## config.mk

```make
export PLATFORM = sky130hd
export DESIGN_NAME = dma_block_engine
export DESIGN_NICKNAME = d
export VERILOG_FILES = /design/src/rtl/dma_eng_pkg.sv /design/src/rtl/dma_cmd_sel.sv /design/src/rtl/dma_xfer_ctrl.sv /design/src/rtl/dma_status.sv /design/src/rtl/dma_block_engine.sv
export SDC_FILE = /design/constraint.sdc
export NUM_CORES = 1
export LEC_CHECK = 0
export BUFFER_PORTS_ARGS = -buffer_cell sky130_fd_sc_hd__buf_4
export CORE_ASPECT_RATIO = 1.5
export CORE_MARGIN = 2
export CORE_UTILIZATION = 38
export CTS_BUF_LIST = sky130_fd_sc_hd__clkbuf_2
export DETAILED_ROUTE_END_ITERATION = 8
export HOLD_SLACK_MARGIN = 0.1
export PLACE_DENSITY = 0.67
export SYNTH_ARGS = -nofsm -noshare
export SYNTH_HDL_FRONTEND = slang
export SYNTH_HIERARCHICAL = 1
export SYNTH_SLANG_ARGS = --single-unit
```

## constraint.sdc

```tcl
create_clock -name clk -period 1.9 [get_ports clk]
set_input_delay 0.095 -clock clk [delete_from_list [all_inputs] [get_ports clk]]
set_output_delay 0.095 -clock clk [all_outputs]
set_load 0.02 [all_outputs]
```

## src/rtl/dma_eng_pkg.sv

```systemverilog
package dma_eng_pkg;

    typedef enum logic [1:0] {
        ST_IDLE  = 2'd0,
        ST_FETCH = 2'd1,
        ST_STORE = 2'd2
    } xfer_st_e;

    localparam logic [3:0] CMD_MEM_RD      = 4'h6;
    localparam logic [3:0] CMD_MEM_WR      = 4'h7;
    localparam logic [3:0] CMD_MEM_RD_MULT = 4'hC;
    localparam logic [3:0] CMD_MEM_WR_INV  = 4'hF;

    localparam logic DIR_PCI2SD = 1'b0;
    localparam logic DIR_SD2PCI = 1'b1;

    localparam int NUM_DIRS = 2;

endpackage

```

## src/rtl/dma_cmd_sel.sv

```systemverilog
module dma_cmd_sel
    import dma_eng_pkg::*;
#(
    parameter int LSIZE_W = 8,
    parameter int NUM_LS  = 3,
    parameter int LO_W    = 6
) (
    input  logic               mwi_en,
    input  logic [LSIZE_W-1:0] line_words,
    input  logic               xfer_mode,
    input  logic               rd_mult_dis,
    input  logic [LO_W-1:0]    src_lo,
    input  logic [LO_W-1:0]    dst_lo,
    output logic [3:0]         rd_cmd,
    output logic [3:0]         wr_cmd
);

    // Line sizes 4, 8, 16 words map to 16, 32, 64 byte alignment.
    localparam int BASE_LOG = 2;

    logic [NUM_LS-1:0] ls_hit;
    logic [NUM_LS-1:0] ls_aligned;

    genvar g;
    generate
        for (g = 0; g < NUM_LS; g++) begin : g_line
            localparam int ALIGN_BITS = g + BASE_LOG + 2;
            assign ls_hit[g]     = (line_words == LSIZE_W'(4 << g));
            assign ls_aligned[g] = (dst_lo[ALIGN_BITS-1:0] == '0);
        end
    endgenerate

    logic line_ok;
    logic dst_ok;
    logic src_ok;
    logic inv_ok;

    always_comb begin
        line_ok = |ls_hit;
        dst_ok  = |(ls_hit & ls_aligned);
        src_ok  = (src_lo == '0);
        inv_ok  = mwi_en && xfer_mode && line_ok && src_ok && dst_ok;
        wr_cmd  = inv_ok ? CMD_MEM_WR_INV : CMD_MEM_WR;
        rd_cmd  = rd_mult_dis ? CMD_MEM_RD : CMD_MEM_RD_MULT;
    end

endmodule

```

## src/rtl/dma_xfer_ctrl.sv

```systemverilog
module dma_xfer_ctrl
    import dma_eng_pkg::*;
#(
    parameter int ADDR_W = 32,
    parameter int DATA_W = 32,
    parameter int LEN_W  = 16
) (
    input  logic              clk,
    input  logic              rst_n,
    input  logic              start,
    input  logic              dir,
    input  logic [ADDR_W-1:0] src_in,
    input  logic [ADDR_W-1:0] dst_in,
    input  logic [LEN_W-1:0]  len_in,
    input  logic [3:0]        rd_cmd_sel,
    input  logic [3:0]        wr_cmd_sel,
    output logic              busy,
    output logic [ADDR_W-1:0] src_q_o,
    output logic [ADDR_W-1:0] dst_q_o,
    output logic [LEN_W-1:0]  len_q_o,
    output logic              fin,
    output logic              fin_dir,
    output logic              pci_req,
    output logic [3:0]        pci_cmd,
    output logic [ADDR_W-1:0] pci_addr,
    output logic [DATA_W-1:0] pci_wdata,
    input  logic              pci_ack,
    input  logic [DATA_W-1:0] pci_rdata,
    output logic              sd_req,
    output logic              sd_we,
    output logic [ADDR_W-1:0] sd_addr,
    output logic [DATA_W-1:0] sd_wdata,
    input  logic              sd_ack,
    input  logic [DATA_W-1:0] sd_rdata
);

    localparam int ADDR_STEP = DATA_W / 8;

    typedef struct packed {
        xfer_st_e          st;
        logic              dir;
        logic [ADDR_W-1:0] src;
        logic [ADDR_W-1:0] dst;
        logic [LEN_W-1:0]  len;
        logic [3:0]        rcmd;
        logic [3:0]        wcmd;
        logic [DATA_W-1:0] rbuf;
        logic [DATA_W-1:0] wbuf;
    } ctrl_s;

    ctrl_s c_d, c_q;
    logic  src_ack;
    logic  dst_ack;
    logic  last_word;

    always_comb begin
        c_d       = c_q;
        fin       = 1'b0;
        fin_dir   = c_q.dir;
        src_ack   = (c_q.dir == DIR_PCI2SD) ? pci_ack : sd_ack;
        dst_ack   = (c_q.dir == DIR_PCI2SD) ? sd_ack : pci_ack;
        last_word = (c_q.len == LEN_W'(1));

        unique case (c_q.st)
            ST_IDLE: begin
                if (start) begin
                    c_d.dir  = dir;
                    c_d.src  = src_in;
                    c_d.dst  = dst_in;
                    c_d.len  = len_in;
                    c_d.rcmd = rd_cmd_sel;
                    c_d.wcmd = wr_cmd_sel;
                    if (len_in == '0) begin
                        fin     = 1'b1;
                        fin_dir = dir;
                    end else begin
                        c_d.st = ST_FETCH;
                    end
                end
            end
            ST_FETCH: begin
                if (src_ack) begin
                    if (c_q.dir == DIR_PCI2SD) begin
                        c_d.rbuf = pci_rdata;
                    end else begin
                        c_d.wbuf = sd_rdata;
                    end
                    c_d.st = ST_STORE;
                end
            end
            ST_STORE: begin
                if (dst_ack) begin
                    c_d.src = c_q.src + ADDR_W'(ADDR_STEP);
                    c_d.dst = c_q.dst + ADDR_W'(ADDR_STEP);
                    c_d.len = c_q.len - LEN_W'(1);
                    if (last_word) begin
                        c_d.st = ST_IDLE;
                        fin    = 1'b1;
                    end else begin
                        c_d.st = ST_FETCH;
                    end
                end
            end
            default: c_d.st = ST_IDLE;
        endcase
    end

    always_ff @(posedge clk or negedge rst_n) begin
        if (!rst_n) begin
            c_q <= '{st: ST_IDLE, dir: 1'b0, src: '0, dst: '0, len: '0,
                     rcmd: CMD_MEM_RD_MULT, wcmd: CMD_MEM_WR,
                     rbuf: '0, wbuf: '0};
        end else begin
            c_q <= c_d;
        end
    end

    always_comb begin
        busy      = (c_q.st != ST_IDLE);
        src_q_o   = c_q.src;
        dst_q_o   = c_q.dst;
        len_q_o   = c_q.len;
        pci_req   = ((c_q.st == ST_FETCH) && (c_q.dir == DIR_PCI2SD)) ||
                    ((c_q.st == ST_STORE) && (c_q.dir == DIR_SD2PCI));
        sd_req    = ((c_q.st == ST_FETCH) && (c_q.dir == DIR_SD2PCI)) ||
                    ((c_q.st == ST_STORE) && (c_q.dir == DIR_PCI2SD));
        pci_cmd   = (c_q.st == ST_FETCH) ? c_q.rcmd : c_q.wcmd;
        pci_addr  = (c_q.st == ST_FETCH) ? c_q.src : c_q.dst;
        sd_addr   = (c_q.st == ST_FETCH) ? c_q.src : c_q.dst;
        sd_we     = (c_q.st == ST_STORE);
        pci_wdata = c_q.wbuf;
        sd_wdata  = c_q.rbuf;
    end

    AST_PORTS_EXCLUSIVE: assert property (@(posedge clk) disable iff (!rst_n)
        !(pci_req && sd_req));

    AST_PCI_HOLD: assert property (@(posedge clk) disable iff (!rst_n)
        (pci_req && !pci_ack) |=> (pci_req && $stable(pci_addr) && $stable(pci_cmd)));

    AST_SD_HOLD: assert property (@(posedge clk) disable iff (!rst_n)
        (sd_req && !sd_ack) |=> (sd_req && $stable(sd_addr) && $stable(sd_we)));

    AST_COUNT_STEP: assert property (@(posedge clk) disable iff (!rst_n)
        (c_q.st == ST_STORE && dst_ack) |=>
            (len_q_o == $past(len_q_o) - LEN_W'(1)) &&
            (src_q_o == $past(src_q_o) + ADDR_W'(ADDR_STEP)));

    AST_IDLE_QUIET: assert property (@(posedge clk) disable iff (!rst_n)
        !busy |-> (!pci_req && !sd_req));

    AST_START_IGNORED: assert property (@(posedge clk) disable iff (!rst_n)
        (busy && start) |=> ($stable(c_q.dir) && $stable(c_q.wcmd) && $stable(c_q.rcmd)));

endmodule

```

## src/rtl/dma_status.sv

```systemverilog
module dma_status
    import dma_eng_pkg::*;
#(
    parameter int N = NUM_DIRS
) (
    input  logic         clk,
    input  logic         rst_n,
    input  logic         fin,
    input  logic         fin_dir,
    input  logic [N-1:0] done_clr,
    input  logic [N-1:0] irq_en,
    output logic [N-1:0] done,
    output logic         irq
);

    typedef struct packed {
        logic [N-1:0] done;
    } stat_s;

    stat_s s_d, s_q;
    logic [N-1:0] set_vec;

    genvar g;
    generate
        for (g = 0; g < N; g++) begin : g_dir
            assign set_vec[g] = fin && (fin_dir == g[0]);
        end
    endgenerate

    always_comb begin
        s_d      = s_q;
        s_d.done = (s_q.done & ~done_clr) | set_vec;
    end

    always_ff @(posedge clk or negedge rst_n) begin
        if (!rst_n) begin
            s_q <= '0;
        end else begin
            s_q <= s_d;
        end
    end

    assign done = s_q.done;
    assign irq  = |(s_q.done & irq_en);

    AST_CLEAR_LO: assert property (@(posedge clk) disable iff (!rst_n)
        (done_clr[0] && !(fin && fin_dir == 1'b0)) |=> !done[0]);

    AST_CLEAR_HI: assert property (@(posedge clk) disable iff (!rst_n)
        (done_clr[1] && !(fin && fin_dir == 1'b1)) |=> !done[1]);

    AST_SET_ON_FIN: assert property (@(posedge clk) disable iff (!rst_n)
        fin |=> (fin_dir ? done[1] : done[0]));

endmodule

```

## src/rtl/dma_block_engine.sv

```systemverilog
module dma_block_engine
    import dma_eng_pkg::*;
#(
    parameter int ADDR_W  = 32,
    parameter int DATA_W  = 32,
    parameter int LEN_W   = 16,
    parameter int LSIZE_W = 8
) (
    input  logic               clk,
    input  logic               rst_n,
    input  logic               start,
    input  logic               dir,
    input  logic [ADDR_W-1:0]  src_addr_in,
    input  logic [ADDR_W-1:0]  dst_addr_in,
    input  logic [LEN_W-1:0]   xfer_len_in,
    input  logic               mwi_en,
    input  logic [LSIZE_W-1:0] line_words,
    input  logic               xfer_mode,
    input  logic               rd_mult_dis,
    input  logic [1:0]         irq_en,
    input  logic [1:0]         done_clr,
    output logic               busy,
    output logic [ADDR_W-1:0]  cur_src,
    output logic [ADDR_W-1:0]  cur_dst,
    output logic [LEN_W-1:0]   remain,
    output logic [1:0]         done,
    output logic               irq,
    output logic               pci_req,
    output logic [3:0]         pci_cmd,
    output logic [ADDR_W-1:0]  pci_addr,
    output logic [DATA_W-1:0]  pci_wdata,
    input  logic               pci_ack,
    input  logic [DATA_W-1:0]  pci_rdata,
    output logic               sd_req,
    output logic               sd_we,
    output logic [ADDR_W-1:0]  sd_addr,
    output logic [DATA_W-1:0]  sd_wdata,
    input  logic               sd_ack,
    input  logic [DATA_W-1:0]  sd_rdata
);

    localparam int LO_W = 6;

    logic [3:0] rd_cmd_sel;
    logic [3:0] wr_cmd_sel;
    logic       fin;
    logic       fin_dir;

    dma_cmd_sel #(
        .LSIZE_W (LSIZE_W),
        .NUM_LS  (3),
        .LO_W    (LO_W)
    ) u_cmd (
        .mwi_en      (mwi_en),
        .line_words  (line_words),
        .xfer_mode   (xfer_mode),
        .rd_mult_dis (rd_mult_dis),
        .src_lo      (src_addr_in[LO_W-1:0]),
        .dst_lo      (dst_addr_in[LO_W-1:0]),
        .rd_cmd      (rd_cmd_sel),
        .wr_cmd      (wr_cmd_sel)
    );

    dma_xfer_ctrl #(
        .ADDR_W (ADDR_W),
        .DATA_W (DATA_W),
        .LEN_W  (LEN_W)
    ) u_ctrl (
        .clk        (clk),
        .rst_n      (rst_n),
        .start      (start),
        .dir        (dir),
        .src_in     (src_addr_in),
        .dst_in     (dst_addr_in),
        .len_in     (xfer_len_in),
        .rd_cmd_sel (rd_cmd_sel),
        .wr_cmd_sel (wr_cmd_sel),
        .busy       (busy),
        .src_q_o    (cur_src),
        .dst_q_o    (cur_dst),
        .len_q_o    (remain),
        .fin        (fin),
        .fin_dir    (fin_dir),
        .pci_req    (pci_req),
        .pci_cmd    (pci_cmd),
        .pci_addr   (pci_addr),
        .pci_wdata  (pci_wdata),
        .pci_ack    (pci_ack),
        .pci_rdata  (pci_rdata),
        .sd_req     (sd_req),
        .sd_we      (sd_we),
        .sd_addr    (sd_addr),
        .sd_wdata   (sd_wdata),
        .sd_ack     (sd_ack),
        .sd_rdata   (sd_rdata)
    );

    dma_status #(
        .N (NUM_DIRS)
    ) u_stat (
        .clk      (clk),
        .rst_n    (rst_n),
        .fin      (fin),
        .fin_dir  (fin_dir),
        .done_clr (done_clr),
        .irq_en   (irq_en),
        .done     (done),
        .irq      (irq)
    );

    AST_CMD_LEGAL: assert property (@(posedge clk) disable iff (!rst_n)
        pci_req |-> (pci_cmd == CMD_MEM_RD || pci_cmd == CMD_MEM_WR ||
                     pci_cmd == CMD_MEM_RD_MULT || pci_cmd == CMD_MEM_WR_INV));

    AST_DONE_AT_END: assert property (@(posedge clk) disable iff (!rst_n)
        $fell(busy) |-> (|done));

endmodule

```

=== Word level (Yosys, flattened, before mapping) ===
Index checks and enable logic that the tools add are counted.

* Output and inout port bits: 219
* Word-level logic and storage cells: 80
* Input bits: 165
* Register bits after elaboration: 157

* Equal/unequal tests: 10
* Reductions and logical operators: 28
* Add/subtract/negate cells: 3
* Bitwise operators: 7
* Mux-type cells: 22

{| class="wikitable"
|+ Operator list
! cell !! number
|-
| $pmux 80 s2 || 1
|-
| $mux 91 || 1
|-
| $mux 80 || 1
|-
| $add 32x3->32 const B || 2
|-
| $mux 32 || 1
|-
| $eq 16x1->1 const B || 1
|-
| $logic_not 16->1 || 1
|-
| $sub 16x1->16 const B || 1
|-
| $logic_not 6->1 || 2
|-
| $mux 4 || 3
|-
| $logic_and 1x1->1 || 10
|-
| $mux 1 || 10
|-
| $reduce_and 3->1 || 3
|-
| $eq 8x3->1 const B || 1
|-
| $eq 8x4->1 const B || 1
|-
| $eq 8x5->1 const B || 1
|-
| $mux 2 || 3
|-
| $pmux 2 s3 || 1
|-
| $reduce_or 3->1 || 2
|-
| $logic_not 5->1 || 1
|-
| $and 2x2->2 || 2
|-
| $logic_not 4->1 || 1
|-
| $ne 2x1->1 const B || 2
|-
| $ne 2x2->1 const B || 2
|-
| 13 further kinds || 16
|}

=== Depth between registers and ports, before layout ===
* Depth after elaboration: 8
* Gate-level depth with buffers: 8
* Depth with buffers taken out: 7

=== Hierarchy ===
The synthesis kept the hierarchy.

{| class="wikitable"
|+ By module, submodules not included
! module !! instances !! cells each !! area each (sq um) !! sequential area each (sq um)
|-
| dma_xfer_ctrl || 1 || 1,101 || 9,708.1 || 3,885.0
|-
| dma_cmd_sel || 1 || 23 || 148.9 || 0.0
|-
| dma_status || 1 || 9 || 91.3 || 50.0
|}

=== Worst setup path before layout ===
No wires, ideal clock.

* Kind: reg-to-reg
* Start point: register u_ctrl.c_q (netlist bit u_ctrl/len_q_o[0])
* End point: register u_ctrl.c_q (netlist bit u_ctrl/len_q_o[14])
* Buffers on the path: 0
* Slack: -0.030 ns
* Stages on the path, launching flop included: 8
* Period minus slack after synthesis: 1.930 ns
* Arrival: 1.806 ns
* Setup time: 0.124 ns
* Data required time: 1.776 ns
* Path through: dfrtp_1 inv_1 ha_1 or3b_2 nor4_1 a21oi_1 o21ai_1 nand2_1

* Longest elaborated chain between the ends: 3

{| class="wikitable"
|+ Ends and longest elaborated chain
! element !! RTL line !! source
|-
| from (decl) || dma_xfer_ctrl.sv:51 || <nowiki>ctrl_s c_d, c_q;</nowiki>
|-
| from (signal assigned) || dma_xfer_ctrl.sv:110 || <nowiki>c_q <= '{st: ST_IDLE, dir: 1'b0, src: '0, dst: '0, len: '0,</nowiki>
|-
| $sub 16x1->16 || dma_xfer_ctrl.sv:95 || <nowiki>c_d.len = c_q.len - LEN_W'(1);</nowiki>
|-
| $mux 80 || dma_xfer_ctrl.sv:92 || <nowiki>if (dst_ack) begin</nowiki>
|-
| $pmux 80 s2 || dma_xfer_ctrl.sv:64 || <nowiki>unique case (c_q.st)</nowiki>
|}

No other way between the ends. The select of a mux whose other input is x is not followed.
A chain may end at the register's enable or synchronous reset.

=== Worst setup path in the final report ===
* Start point: register u_ctrl/c_q[154] (netlist name)
* End point: output pci_addr[31]

* Longest elaborated chain between the ends: 2

{| class="wikitable"
|+ Ends and longest elaborated chain
! element !! RTL line !! source
|-
| $eq 2x1->1 || dma_xfer_ctrl.sv:128 || <nowiki>pci_addr = (c_q.st == ST_FETCH) ? c_q.src : c_q.dst;</nowiki>
|-
| $mux 32 || dma_xfer_ctrl.sv:128 ||
|-
| to (decl) || dma_block_engine.sv:30 || <nowiki>output logic [ADDR_W-1:0] pci_addr,</nowiki>
|}

No other way between the ends.

==> results.cfg <==
[outcome]
outcome = finished, violations left
failed_checks = negative setup slack

[timing]
setup_viol = 79
fin_ws_ns = -0.387
fin_worst_skew_ns = 0.0318
rsz0062_at_grt = true
max_freq_mhz = 437
worst_slew_margin_rel_pct = 58.3
maxSlewViolCount = 0
finalHoldViolations = 0
worst_pin_slew_ns = 0.619
fin_crit_sh_pct = 120
period_minus_slack_ns = 2.29
tns_ns = -22.09

[synth]
synth_top_area_share_pct = 38.2
synth_area_leaders = dfrtp_1 38%, buf_4 14%, nand2_1 7.5%
synth_edf_count = 0
async_reset_ff_share_pct = 100
syn_avg_cell_area_um2 = 8.78
yosysSeqAreaShare_pct = 39.6
yosysUniqueCellTypes = 78
syn-instance-count = 1133
yosysTopAreaCell = dfrtp_1
yosysWarningCount = 6
synth_ff_type = dfrtp_1
ys_seq_elements = 157
netlist_area_mm2 = 0.00995

[clock_tree]
tritoncts = done
root_buffer = clkbuf_2
numCtsBuffers = 17
cts_max_level = 4
path_clk_slew_ns = 0.24
clkSinkCount = 157
clk_latency_ns = 0.77
clk_path_buf_depth = 2

[routing]
drtAntennaViolNets = 0
vias = 11100
avgViaCountPerCell = 5.41
wirelength_um = 42300
firstDrtPassIters = 6
routedWlPerCell_um = 20.6
drc = 0
first_iter_violations = 899

[placement]
place.gp.congestion = 0.912
hpwl_um = 27000
io_buffers = 383
pre_cts_ws_ns = -0.0698
placed_cell_area_mm2 = 0.0126
dp.cells = 1719

[grt]
gr-usage-met3_pct = 5.54
antenna_found_initial = 6
first_global_vias = 11300
grtUsageMet1_pct = 33.4
gr-total-overflow = 0
grt_pass1_wl_um = 62600
grt_busiest_layer = met2
grt_util_met2_pct = 51.0
grt_usage_pct = 29.4
grt_start_max_net_pins = 48

[floorplan]
die_width_um = 136
rows = 72
ioPinCount = 384
die-area_mm2 = 0.0275
die_height_um = 202
start_util_pct = 38.6
placeableCoreArea_mm2 = 0.0258

[finish]
regArea_mm2 = 0.00394
final_common_cell = buf_4
fill_cells = 1931
nNetsFinal = 1873
multiInputGateArea_mm2 = 0.00490
finalNonFillerCells = 2056
design_area_mm2 = 0.0168
most-common-layout-cells = 424 x buf_4, 273 x dlygate4sd3_1, 147 x dfrtp_1, 133 x nand2_1, 74 x buf_6
drive_gt1_share_pct = 43.8
syn_to_final_growth_pct = 69.1

[critical_path]
end_kind = primary output
startpoint_type = flop
r2r_setup_slack_ns = -0.08
worstPathArrival_ns = 2.19
cp.required_ns = 1.80
worstPathMaxFanout = 8
crit_type = reg2out

[job]
drv_cap = 0

[pwr]
power.density_mw_per_mm2 = 1750
power_leakage_uw = 0.00779
ir_drop_uv = 1160

[min_path]
hold_path.class = in2reg
==> flip-flops by register name (all words and copies together), names as in the netlist <==
register	count
u_ctrl/c_q	11
u_ctrl/dst_q_o	32
u_ctrl/len_q_o	16
u_ctrl/pci_wdata	32
u_ctrl/sd_wdata	32
u_ctrl/src_q_o	32
u_stat/done	2
==> repair_timing <==
item | CTS | global route
endpoints found under the hold margin | 309 | 1
setup endpoints to repair | 86 | 112
pin swaps | 27 | 36
gates resized for setup | 180 | 84
buffers inserted | 12 | 10
hold buffers | 274 | 1
gates cloned | 3 | 1
==> per-layer routing <==
layer | part of all wire, % | vias up | wire length (µm)
li1 | - | 4975 | -
met1 | 36 | 5320 | 15100
met2 | 51 | 667 | 21400
met3 | 7.7 | 168 | 3260
met4 | 6.0 | 0 | 2550
met5 | 0 | - | 0
==> cells by family after synthesis <==
family	after synthesis	synth area share [%]
fa+ha+maj	4	0.503
mux	70	7.86
compound gates	250	16.1
other cells	2	0.0755
simple gates	384	18.4
flops	157	39.6
buf+inv	266	17.6
==> metrics by stage <==
step	power, µW	hold slack (ns)	utilization (%)
final	29400	0.188	65.3
after detailed placement	23300	0.0213	48.8
after global placement	23100	0.0227	48.8
after global routing	30800	0.0833	65.3
after CTS	28100	0.100	63.6
after floorplan	17900	-0.201	-
==> worst paths after layout <==
| kind | startpoint | to | cells past startpoint |
|---|---|---|---|
| setup / recovery | u_ctrl/c_q[154] | pci_addr[31] | 8 |
| hold / removal | dst_addr_in[7] | u_ctrl/dst_q_o[7] | 4 |
| min in group asynchronous | rst_n | u_ctrl/pci_wdata[17] | 4 |
| max in group asynchronous | rst_n | u_ctrl/c_q[64] | 5 |
| setup reg to reg | u_ctrl/c_q[154] | u_ctrl/dst_q_o[21] | 8 |
| hold reg to reg | u_ctrl/c_q[65] | u_ctrl/c_q[65] | 2 |
==> where the power goes <==
| part | internal, µW | switching, µW |
|---|---|---|
| combinational | 9450 | 11700 |
| sequential | 5010 | 1340 |
| clock | 620 | 1280 |
| total | 15100 | 14300 |
==> worst max-delay path, cell delays in order (launching register included) <==
cell and delay [ns]:
dfrtp_1 0.44, buf_6 0.13, nor2b_4 0.12, buf_12 0.13
buf_12 0.16, buf_12 0.14, nand2_2 0.08, nand2_4 0.11
buf_6 0.12
==> synthesized netlist by cell type, types with 6 or more instances <==
| cell type | n |
|---|---|
| a21oi_1 | 64 |
| a22oi_1 | 10 |
| a31oi_1 | 19 |
| a32oi_1 | 8 |
| and3_1 | 10 |
| buf_1 | 8 |
| buf_2 | 13 |
| buf_4 | 185 |
| clkbuf_1 | 37 |
| dfrtp_1 | 152 |
| inv_1 | 19 |
| mux2_1 | 6 |
| mux2_2 | 59 |
| nand2_1 | 198 |
| nand3_1 | 42 |
| nand4_1 | 18 |
| nor2_1 | 42 |
| nor3_1 | 15 |
| nor4_1 | 14 |
| o211ai_1 | 8 |
| o21ai_0 | 60 |
| o21ai_1 | 14 |
| o311ai_1 | 12 |
| o31ai_1 | 6 |
==> final cells by class <==
cell class,count,area share (%)
antenna,6,0.0892
clock buffer,19,0.565
clock inverter,13,0.833
inverter,19,0.454
multi-input combinational,713,29.1
sequential,157,23.4
tap,333,2.48
timing repair buffer,796,43.0
Power figures use the tool's default switching activity.
